## src/rtl/vcg_pkg.sv

```systemverilog
package vcg_pkg;
  typedef enum logic [1:0] {
    ST_IDLE    = 2'd0,
    ST_ARMED   = 2'd1,
    ST_CAPTURE = 2'd2
  } cap_state_e;
endpackage

```

## src/rtl/vcg_frame_ctrl.sv

```systemverilog
module vcg_frame_ctrl
  import vcg_pkg::*;
(
  input  logic       clk_i,
  input  logic       rst_ni,
  input  logic       capture_en_i,
  input  logic       vsync_i,
  input  logic       pix_valid_i,
  output cap_state_e state_o,
  output logic       accept_o,
  output logic       realign_o
);
  cap_state_e state_q, state_d;

  always_comb begin
    state_d = state_q;
    if (!capture_en_i)          state_d = ST_IDLE;
    else if (vsync_i)           state_d = ST_CAPTURE;
    else if (state_q == ST_IDLE) state_d = ST_ARMED;
  end

  always_ff @(posedge clk_i or negedge rst_ni) begin
    if (!rst_ni) state_q <= ST_IDLE;
    else         state_q <= state_d;
  end

  assign state_o   = state_q;
  assign accept_o  = (state_q == ST_CAPTURE) && capture_en_i && pix_valid_i && !vsync_i;
  assign realign_o = capture_en_i && vsync_i;

  // capture only entered through a vsync seen with enable high
  assert_capture_via_vsync_R2: assert property (@(posedge clk_i) disable iff (!rst_ni)
    (state_q != ST_CAPTURE) && !(capture_en_i && vsync_i) |=> state_q != ST_CAPTURE);
endmodule

```

## src/rtl/vcg_addr_gen.sv

```systemverilog
module vcg_addr_gen #(
  parameter int PIX_PER_SLICE = 512,
  parameter int BUF_SLICES    = 4,
  parameter int READY_SLICES  = 2,
  localparam int DEPTH  = PIX_PER_SLICE * BUF_SLICES,
  localparam int ADDR_W = $clog2(DEPTH),
  localparam int PIX_W  = $clog2(PIX_PER_SLICE),
  localparam int SLC_W  = $clog2(READY_SLICES + 1)
) (
  input  logic              clk_i,
  input  logic              rst_ni,
  input  logic              capture_en_i,
  input  logic              accept_i,
  input  logic              realign_i,
  output logic [ADDR_W-1:0] wr_ptr_o,
  output logic              ready_o
);
  logic [ADDR_W-1:0] ptr_q, ptr_inc;
  logic [PIX_W-1:0]  pix_q;
  logic [SLC_W-1:0]  slc_q;
  logic              slice_last;

  generate
    if (DEPTH == (1 << ADDR_W)) begin : g_pow2_wrap
      assign ptr_inc = ptr_q + 1'b1;
    end else begin : g_cmp_wrap
      assign ptr_inc = (ptr_q == ADDR_W'(DEPTH - 1)) ? '0 : ptr_q + 1'b1;
    end
  endgenerate

  assign slice_last = (pix_q == PIX_W'(PIX_PER_SLICE - 1));

  always_ff @(posedge clk_i or negedge rst_ni) begin
    if (!rst_ni) begin
      ptr_q <= '0;
      pix_q <= '0;
      slc_q <= '0;
    end else if (!capture_en_i) begin
      ptr_q <= '0;
      pix_q <= '0;
      slc_q <= '0;
    end else if (realign_i) begin
      ptr_q <= '0;
      pix_q <= '0;
    end else if (accept_i) begin
      ptr_q <= ptr_inc;
      pix_q <= slice_last ? '0 : pix_q + 1'b1;
      if (slice_last && (slc_q != SLC_W'(READY_SLICES))) slc_q <= slc_q + 1'b1;
    end
  end

  assign wr_ptr_o = ptr_q;
  assign ready_o  = (slc_q == SLC_W'(READY_SLICES));

  assert_ptr_wrap_R6: assert property (@(posedge clk_i) disable iff (!rst_ni)
    accept_i && capture_en_i && !realign_i && (ptr_q == ADDR_W'(DEPTH - 1)) |=> ptr_q == '0);
  assert_ready_sticky_R5: assert property (@(posedge clk_i) disable iff (!rst_ni)
    ready_o && capture_en_i |=> ready_o);
endmodule

```

## src/rtl/vcg_wr_port.sv

```systemverilog
module vcg_wr_port #(
  parameter int ADDR_W = 11,
  parameter int DATA_W = 24
) (
  input  logic              clk_i,
  input  logic              rst_ni,
  input  logic              accept_i,
  input  logic [ADDR_W-1:0] addr_i,
  input  logic [DATA_W-1:0] data_i,
  output logic              we_o,
  output logic [ADDR_W-1:0] addr_o,
  output logic [DATA_W-1:0] data_o
);
  always_ff @(posedge clk_i or negedge rst_ni) begin
    if (!rst_ni) begin
      we_o   <= 1'b0;
      addr_o <= '0;
      data_o <= '0;
    end else begin
      we_o <= accept_i;
      if (accept_i) begin
        addr_o <= addr_i;
        data_o <= data_i;
      end
    end
  end
endmodule

```

## src/rtl/vcg_top.sv

```systemverilog
module vcg_top
  import vcg_pkg::*;
#(
  parameter int DATA_W       = 24,
  parameter int COLS         = 8,
  parameter int PIX_PER_COL  = 64,
  parameter int BUF_SLICES   = 4,
  parameter int READY_SLICES = 2,
  localparam int PIX_PER_SLICE = COLS * PIX_PER_COL,
  localparam int ADDR_W        = $clog2(PIX_PER_SLICE * BUF_SLICES)
) (
  input  logic              clk_i,
  input  logic              rst_ni,
  input  logic              capture_en_i,
  input  logic              pix_valid_i,
  input  logic              vsync_i,
  input  logic [DATA_W-1:0] pix_data_i,
  output logic              ram_we_o,
  output logic [ADDR_W-1:0] ram_addr_o,
  output logic [DATA_W-1:0] ram_data_o,
  output logic              stream_ready_o
);
  cap_state_e        state;
  logic              accept, realign;
  logic [ADDR_W-1:0] wr_ptr;

  vcg_frame_ctrl i_frame_ctrl (
    .clk_i, .rst_ni, .capture_en_i, .vsync_i, .pix_valid_i,
    .state_o(state), .accept_o(accept), .realign_o(realign)
  );

  vcg_addr_gen #(
    .PIX_PER_SLICE(PIX_PER_SLICE), .BUF_SLICES(BUF_SLICES), .READY_SLICES(READY_SLICES)
  ) i_addr_gen (
    .clk_i, .rst_ni, .capture_en_i, .accept_i(accept), .realign_i(realign),
    .wr_ptr_o(wr_ptr), .ready_o(stream_ready_o)
  );

  vcg_wr_port #(.ADDR_W(ADDR_W), .DATA_W(DATA_W)) i_wr_port (
    .clk_i, .rst_ni, .accept_i(accept), .addr_i(wr_ptr), .data_i(pix_data_i),
    .we_o(ram_we_o), .addr_o(ram_addr_o), .data_o(ram_data_o)
  );

  assert_no_write_disabled_R1: assert property (@(posedge clk_i) disable iff (!rst_ni)
    !capture_en_i |=> !ram_we_o);
  assert_no_write_armed_R2: assert property (@(posedge clk_i) disable iff (!rst_ni)
    (state != ST_CAPTURE) |=> !ram_we_o);
  assert_ready_drop_R8: assert property (@(posedge clk_i) disable iff (!rst_ni)
    !capture_en_i |=> !stream_ready_o);
  assert_vsync_no_write_R7: assert property (@(posedge clk_i) disable iff (!rst_ni)
    vsync_i |=> !ram_we_o);
endmodule

```

## config.mk

```make
export PLATFORM = sky130hd
export DESIGN_NAME = vcg_top
export DESIGN_NICKNAME = d
export VERILOG_FILES = /design/src/rtl/vcg_pkg.sv /design/src/rtl/vcg_frame_ctrl.sv /design/src/rtl/vcg_addr_gen.sv /design/src/rtl/vcg_wr_port.sv /design/src/rtl/vcg_top.sv
export SDC_FILE = /design/constraint.sdc
export NUM_CORES = 1
export LEC_CHECK = 0
export ABC_AREA = 1
export BUFFER_PORTS_ARGS = -buffer_cell sky130_fd_sc_hd__buf_2
export CAP_MARGIN = 20
export CELL_PAD_IN_SITES_DETAIL_PLACEMENT = 0
export CELL_PAD_IN_SITES_GLOBAL_PLACEMENT = 1
export CORE_UTILIZATION = 30
export CTS_CLUSTER_DIAMETER = 30
export CTS_CLUSTER_SIZE = 28
export DETAILED_ROUTE_END_ITERATION = 8
export PLACE_DENSITY = 0.68
export REMOVE_ABC_BUFFERS = 1
export SKIP_LAST_GASP = 1
export SYNTH_ARGS = -nofsm -noshare
export SYNTH_HDL_FRONTEND = slang
export SYNTH_SLANG_ARGS = --single-unit
```

## constraint.sdc

```tcl
create_clock -name clk_i -period 1.5 [get_ports clk_i]
set_input_delay 0.375 -clock clk_i [delete_from_list [all_inputs] [get_ports clk_i]]
set_output_delay 0.375 -clock clk_i [all_outputs]
set_load 0.005 [all_outputs]
```

# Yosys cells after proc, flatten, opt, wreduce, memory -nomap -nowiden
# Index checks and enable logic that the tools add are counted.
# op_classes
addsub	3
eq_ne	9
muxes	14
reduce_logical	8
# ops
op	count
2-to-1 mux 9 bit	4
2-to-1 mux 11 bit	3
2-to-1 mux 2 bit	7
adder 11 x 1 -> 11 bit, second input constant	1
adder 9 x 1 -> 9 bit, second input constant	1
== test 9 bit, second input constant	1
inequality test 3 x 1 -> 1 bit, second input constant	2
logical AND 1 bit	5
== test 2 bit, second input constant	2
inequality test 2 x 1 -> 1 bit, second input constant	2
inequality test 2 bit, second input constant	2
AND reduction 3 bit	1
adder 2 x 1 -> 2 bit, second input constant	1
logical NOT 2 bit	1
logical NOT 1 bit	1
# word_totals
ff_bits	60
inputBits	29
output_inout_bits	37

# Depth between registers and ports, before layout
# depth
depth_word	7
ltp_mapped	9
mapped_depth_nobuf	9

# By module
# A second synthesis with hierarchy kept.
# unflattened
cells_unflattened	330
hier_area_um2	2755.1
# modules_own_cells
module	instances	cells_each	area_per_inst_um2	seq_area_each_um2
vcg_wr_port	1	149	1407.6	900.9
vcg_addr_gen	1	167	1251.2	550.5
vcg_frame_ctrl	1	14	96.3	50.0

# Least setup slack after synthesis
# Ideal clock, no wire load.
# synth_path
path_kind	register to register
from	register i_addr_gen.pix_q[0]
to	register i_addr_gen.pix_q[7]
t_arrival_ns	1.373
slack_ns	0.001
stages_incl_launch_ff	10
path_buffers	0
synth_period_minus_slack_ns	1.499
cell_sequence	dfrtp_1 -> ha_1 -> nand2_1 -> nor4_1 -> ha_1 -> inv_1 -> nand2_1 -> nor2_2 -> nand3_1 -> o21ai_0
# synth_between
elab_chain_cells	5
# synth_lines
element	line	rtl
from (decl)	vcg_addr_gen.sv:19	logic [PIX_W-1:0] pix_q;
from (signal assigned)	vcg_addr_gen.sv:47	pix_q <= slice_last ? '0 : pix_q + 1'b1;
adder 9 x 1 -> 9 bit or == test 9 bit (tied branches)	vcg_addr_gen.sv:47, vcg_addr_gen.sv:31	
2-to-1 mux 9 bit *	vcg_addr_gen.sv:47	
2-to-1 mux 9 bit *	vcg_addr_gen.sv:45	end else if (accept_i) begin
2-to-1 mux 9 bit *	vcg_addr_gen.sv:42	end else if (realign_i) begin
2-to-1 mux 9 bit *	vcg_addr_gen.sv:38	end else if (!capture_en_i) begin
# Mark *: on every way between the ends. The rest lies on a longest branch, timed or not. The select of a mux whose other input is x is not followed.
# A chain may end at the register's enable or synchronous reset.

# Worst setup path in the final report
# layout_path
from	register i_addr_gen.slc_q[0]
to	output port stream_ready_o
# layout_between
elab_chain_cells	1
# layout_lines
element	line	rtl
from (decl)	vcg_addr_gen.sv:20	logic [SLC_W-1:0] slc_q;
from (signal assigned)	vcg_addr_gen.sv:48	if (slice_last && (slc_q != SLC_W'(READY_SLICES))) slc_q <= slc_q + 1'b1;
== test 2 bit	vcg_addr_gen.sv:53	assign ready_o = (slc_q == SLC_W'(READY_SLICES));
to (decl)	vcg_top.sv:21	output logic stream_ready_o
# No other way between the ends.

==> run_results.csv <==
group,metric,value,unit
outcome,status,"complete, no violations",
drt,drc,0,
synthesis,synth_compound_area_share,7.42,%
critical_path,r2r_setup_slack,0.05,ns
clocking,root_buffer,"clkbuf_8",
place,hpwl,4320,µm
floorplan,die_h,96.0,µm
power_and_ir_drop,peakVddDrop,449,µV
synthesis,synth_top_cell_by_area,"dfrtp_1",
synthesis,synth-warning-count,0,
synthesis,muxShareOfSynthArea,0,%
synthesis,synth_top_area_share,56.7,%
place,gp_congestion,0.792,
synthesis,async_flop_share,100,%
finish,n_fill_cell,875,
clocking,cts_tree,"done",
floorplan,core_region_area,0.00838,mm²
power_and_ir_drop,power_per_cell_area,1130,mW/mm²
timing,period_needed,1.47,ns
floorplan,dieArea,0.00921,mm²
floorplan,die_w,96.0,µm
timing,finalSetupViolCount,0,
timing,drv_slew,0,
timing,tightest_slew,0.442,ns
global_route,grt_pass1_wl,9520,µm
timing,fmax,678,MHz
clocking,clock_latency,0.34,ns
power_and_ir_drop,leakagePower,0.00188,µW
synthesis,synth_top_family_by_area,"simple AND/OR/NAND/NOR gates",
timing,finalHoldViolations,0,
job,maxCapViolations,0,
clocking,clockBufferDepth,2,
synthesis,syn_inst,305,
drt,finalWirelength,5800,µm
timing,rsz0062_at_grt,"yes",
finish,n_antenna_cell,0,
global_route,grt_pass1_vias,2113,
drt,drt_first_iter_violations,74,
drt,vias_per_cell,4.33,
min_path,hold_path_class,"in -> reg",
timing,fin_skew,0.00659,ns
finish,final_core_util,41.8,%
synthesis,synth_xor_area_share,0,%
global_route,grt_max_degree,28,
synthesis,ys_seq_area_share,56.7,%
floorplan,rows,33,
finish,fin_nets,431,
clocking,numCtsBuffers,9,
place,dp_slack,-0.0519,ns
clocking,clk_pin_slew,0.07,ns
synthesis,synth-main-ff-cell,"dfrtp_1",
critical_path,crit_fanout,3,
synthesis,synthDistinctLibCells,27,
finish,finalNonFillerCells,508,
clocking,cts_htree_levels,3,
critical_path,worstReg2RegStart,"i_addr_gen.pix_q[0]",
critical_path,critPathRequiredTime,1.12,ns
timing,timing.hold.ws,0.232,ns
timing,max_slew_margin,70.5,%
synthesis,synthSimpleGateAreaFrac,28.0,%
clocking,numClockSinks,60,
synthesis,synth_most_common_cell,"nand2_1",
floorplan,ioPinCount,66,
synthesis,synth_top_cells_by_area,"dfrtp_1 (57%), nand2_1 (18%), nor2_1 (3.4%), inv_1 (2.8%), nand3_1 (2.6%)",
timing,setup_ws,0.0257,ns
power_and_ir_drop,p_total,3950,µW
min_path,min_to,"i_wr_port.data_o[6]",
synthesis,synth_adder_area_share,1.89,%
drt,ant_nets,0,
drt,vias,2202,
global_route,grt_antenna_before_repair,0,
synthesis,synth_top_cells_by_count,"nand2_1 (129), dfrtp_1 (60), nor2_1 (24)",
synthesis,synth_edf_count,0,
min_path,worst_hold_path.num_cells,3,
place,io_buffers,65,
critical_path,path_class,"reg -> out",
critical_path,reg2regPathDepth,9,
drt,firstDrtPassIters,4,
critical_path,cp-start-kind,"register",
min_path,min-delay-start,"pix_data_i[6]",
place,dp.cells,490,
critical_path,cp.arrival,1.10,ns
synthesis,ys_ff_latch,60,
global_route,grt.overflow.total,0,
drt,wl_per_cell,11.4,µm
critical_path,r2r_end,"i_addr_gen.slc_q[0]",
critical_path,end_kind,"output port",
finish,final_layout_size_suffix_gt1_share,32.3,%
synthesis,syn_area,0.00265,mm²
global_route,track_usage,13.7,%
floorplan,start_util,31.6,%
timing,timing.final.crit_share,98.3,%
synthesis,syn_area_per_cell,8.68,µm²
finish,syn2layout_area_growth,32.3,%
-- kinds of logic after synthesis --
family / after synthesis
buf+inv: 31
simple gates: 179
fa+ha+maj: 4
flops: 60
compound gates: 31
-- layout make-up --
cell class	count	area (µm²)	area share [%]
clock buffers	10	128	3.64
clock inverters	6	88.8	2.54
inverters	23	88.8	2.54
multi-input cells	214	1020	29.1
flip-flops and latches	60	1500	42.9
well taps	105	131	3.75
repair buffers	90	544	15.5
-- what timing repair did --
action	in CTS	in global routing
buffers inserted	0	1
pin swaps	2	3
hold endpoints to repair	14	0
hold buffers	1	0
endpoints found under the setup margin	8	14
resized for setup	4	8
-- layout by cell type, fill, tap and decap left out, types with 4 or more instances in the layout --
master,instances
inv_1,19
o21ai_0,9
o21ai_1,4
nor2_1,22
o21ai_2,7
nand2_1,127
clkbuf_8,9
a21oi_1,6
dfrtp_1,60
buf_4,21
buf_2,65
nand3_1,13
nand2_2,4
-- critical path, cell delays in order (launching register included) --
cell     delay (ns)
dfrtp_1        0.39
inv_1          0.07
ha_2           0.19
buf_2          0.11
-- metal layers --
metal	vias to the layer above	share of wire (%)	global-route usage, %
met5	-	0	0
met4	0	0.66	5.10
met3	7	7.2	4.58
met2	64	44	21.7
met1	985	48	17.2
li1	1146	-	-
-- where the power goes --
| part | total (µW) | switching, µW | internal [µW] |
|---|---|---|---|
| Clock | 1570 | 640 | 935 |
| Combinational | 501 | 257 | 244 |
| Sequential | 1870 | 84.8 | 1790 |
| Total | 3950 | 982 | 2970 |
-- worst max-delay path by stage --
stage	start	endpoint	slack, ns	cells past startpoint
5_1_grt	i_addr_gen.pix_q[1]	i_addr_gen.slc_q[0]	-0.04	9
2_1_floorplan	i_frame_ctrl.state_o[0]	i_addr_gen.wr_ptr_o[3]	-0.35	7
6_report	i_addr_gen.slc_q[0]	stream_ready_o	0.03	3
4_1_cts	i_addr_gen.slc_q[0]	stream_ready_o	0.009	3
3_5_place_dp	i_addr_gen.pix_q[0]	i_addr_gen.pix_q[7]	-0.05	9
3_3_place_gp	i_addr_gen.pix_q[0]	i_addr_gen.pix_q[7]	-0.01	9
-- metrics by stage --
step / instance area (µm²) / setup TNS, ns
6_report: 3500 / 0
5_1_grt: 3500 / -0.222
4_1_cts: 3470 / 0
3_5_place_dp: 3230 / -0.184
3_3_place_gp: 3230 / -0.0114
2_1_floorplan: 2580 / -11.09
-- sequential cells by signal, summed over array words and instances (netlist names) --
| register | cells |
|---|---|
| i_addr_gen.pix_q | 9 |
| i_addr_gen.slc_q | 2 |
| i_addr_gen.wr_ptr_o | 11 |
| i_frame_ctrl.state_o | 2 |
| i_wr_port.addr_o | 11 |
| i_wr_port.data_o | 24 |
| i_wr_port.we_o | 1 |
No activity file was read; power rests on OpenSTA's default activity.
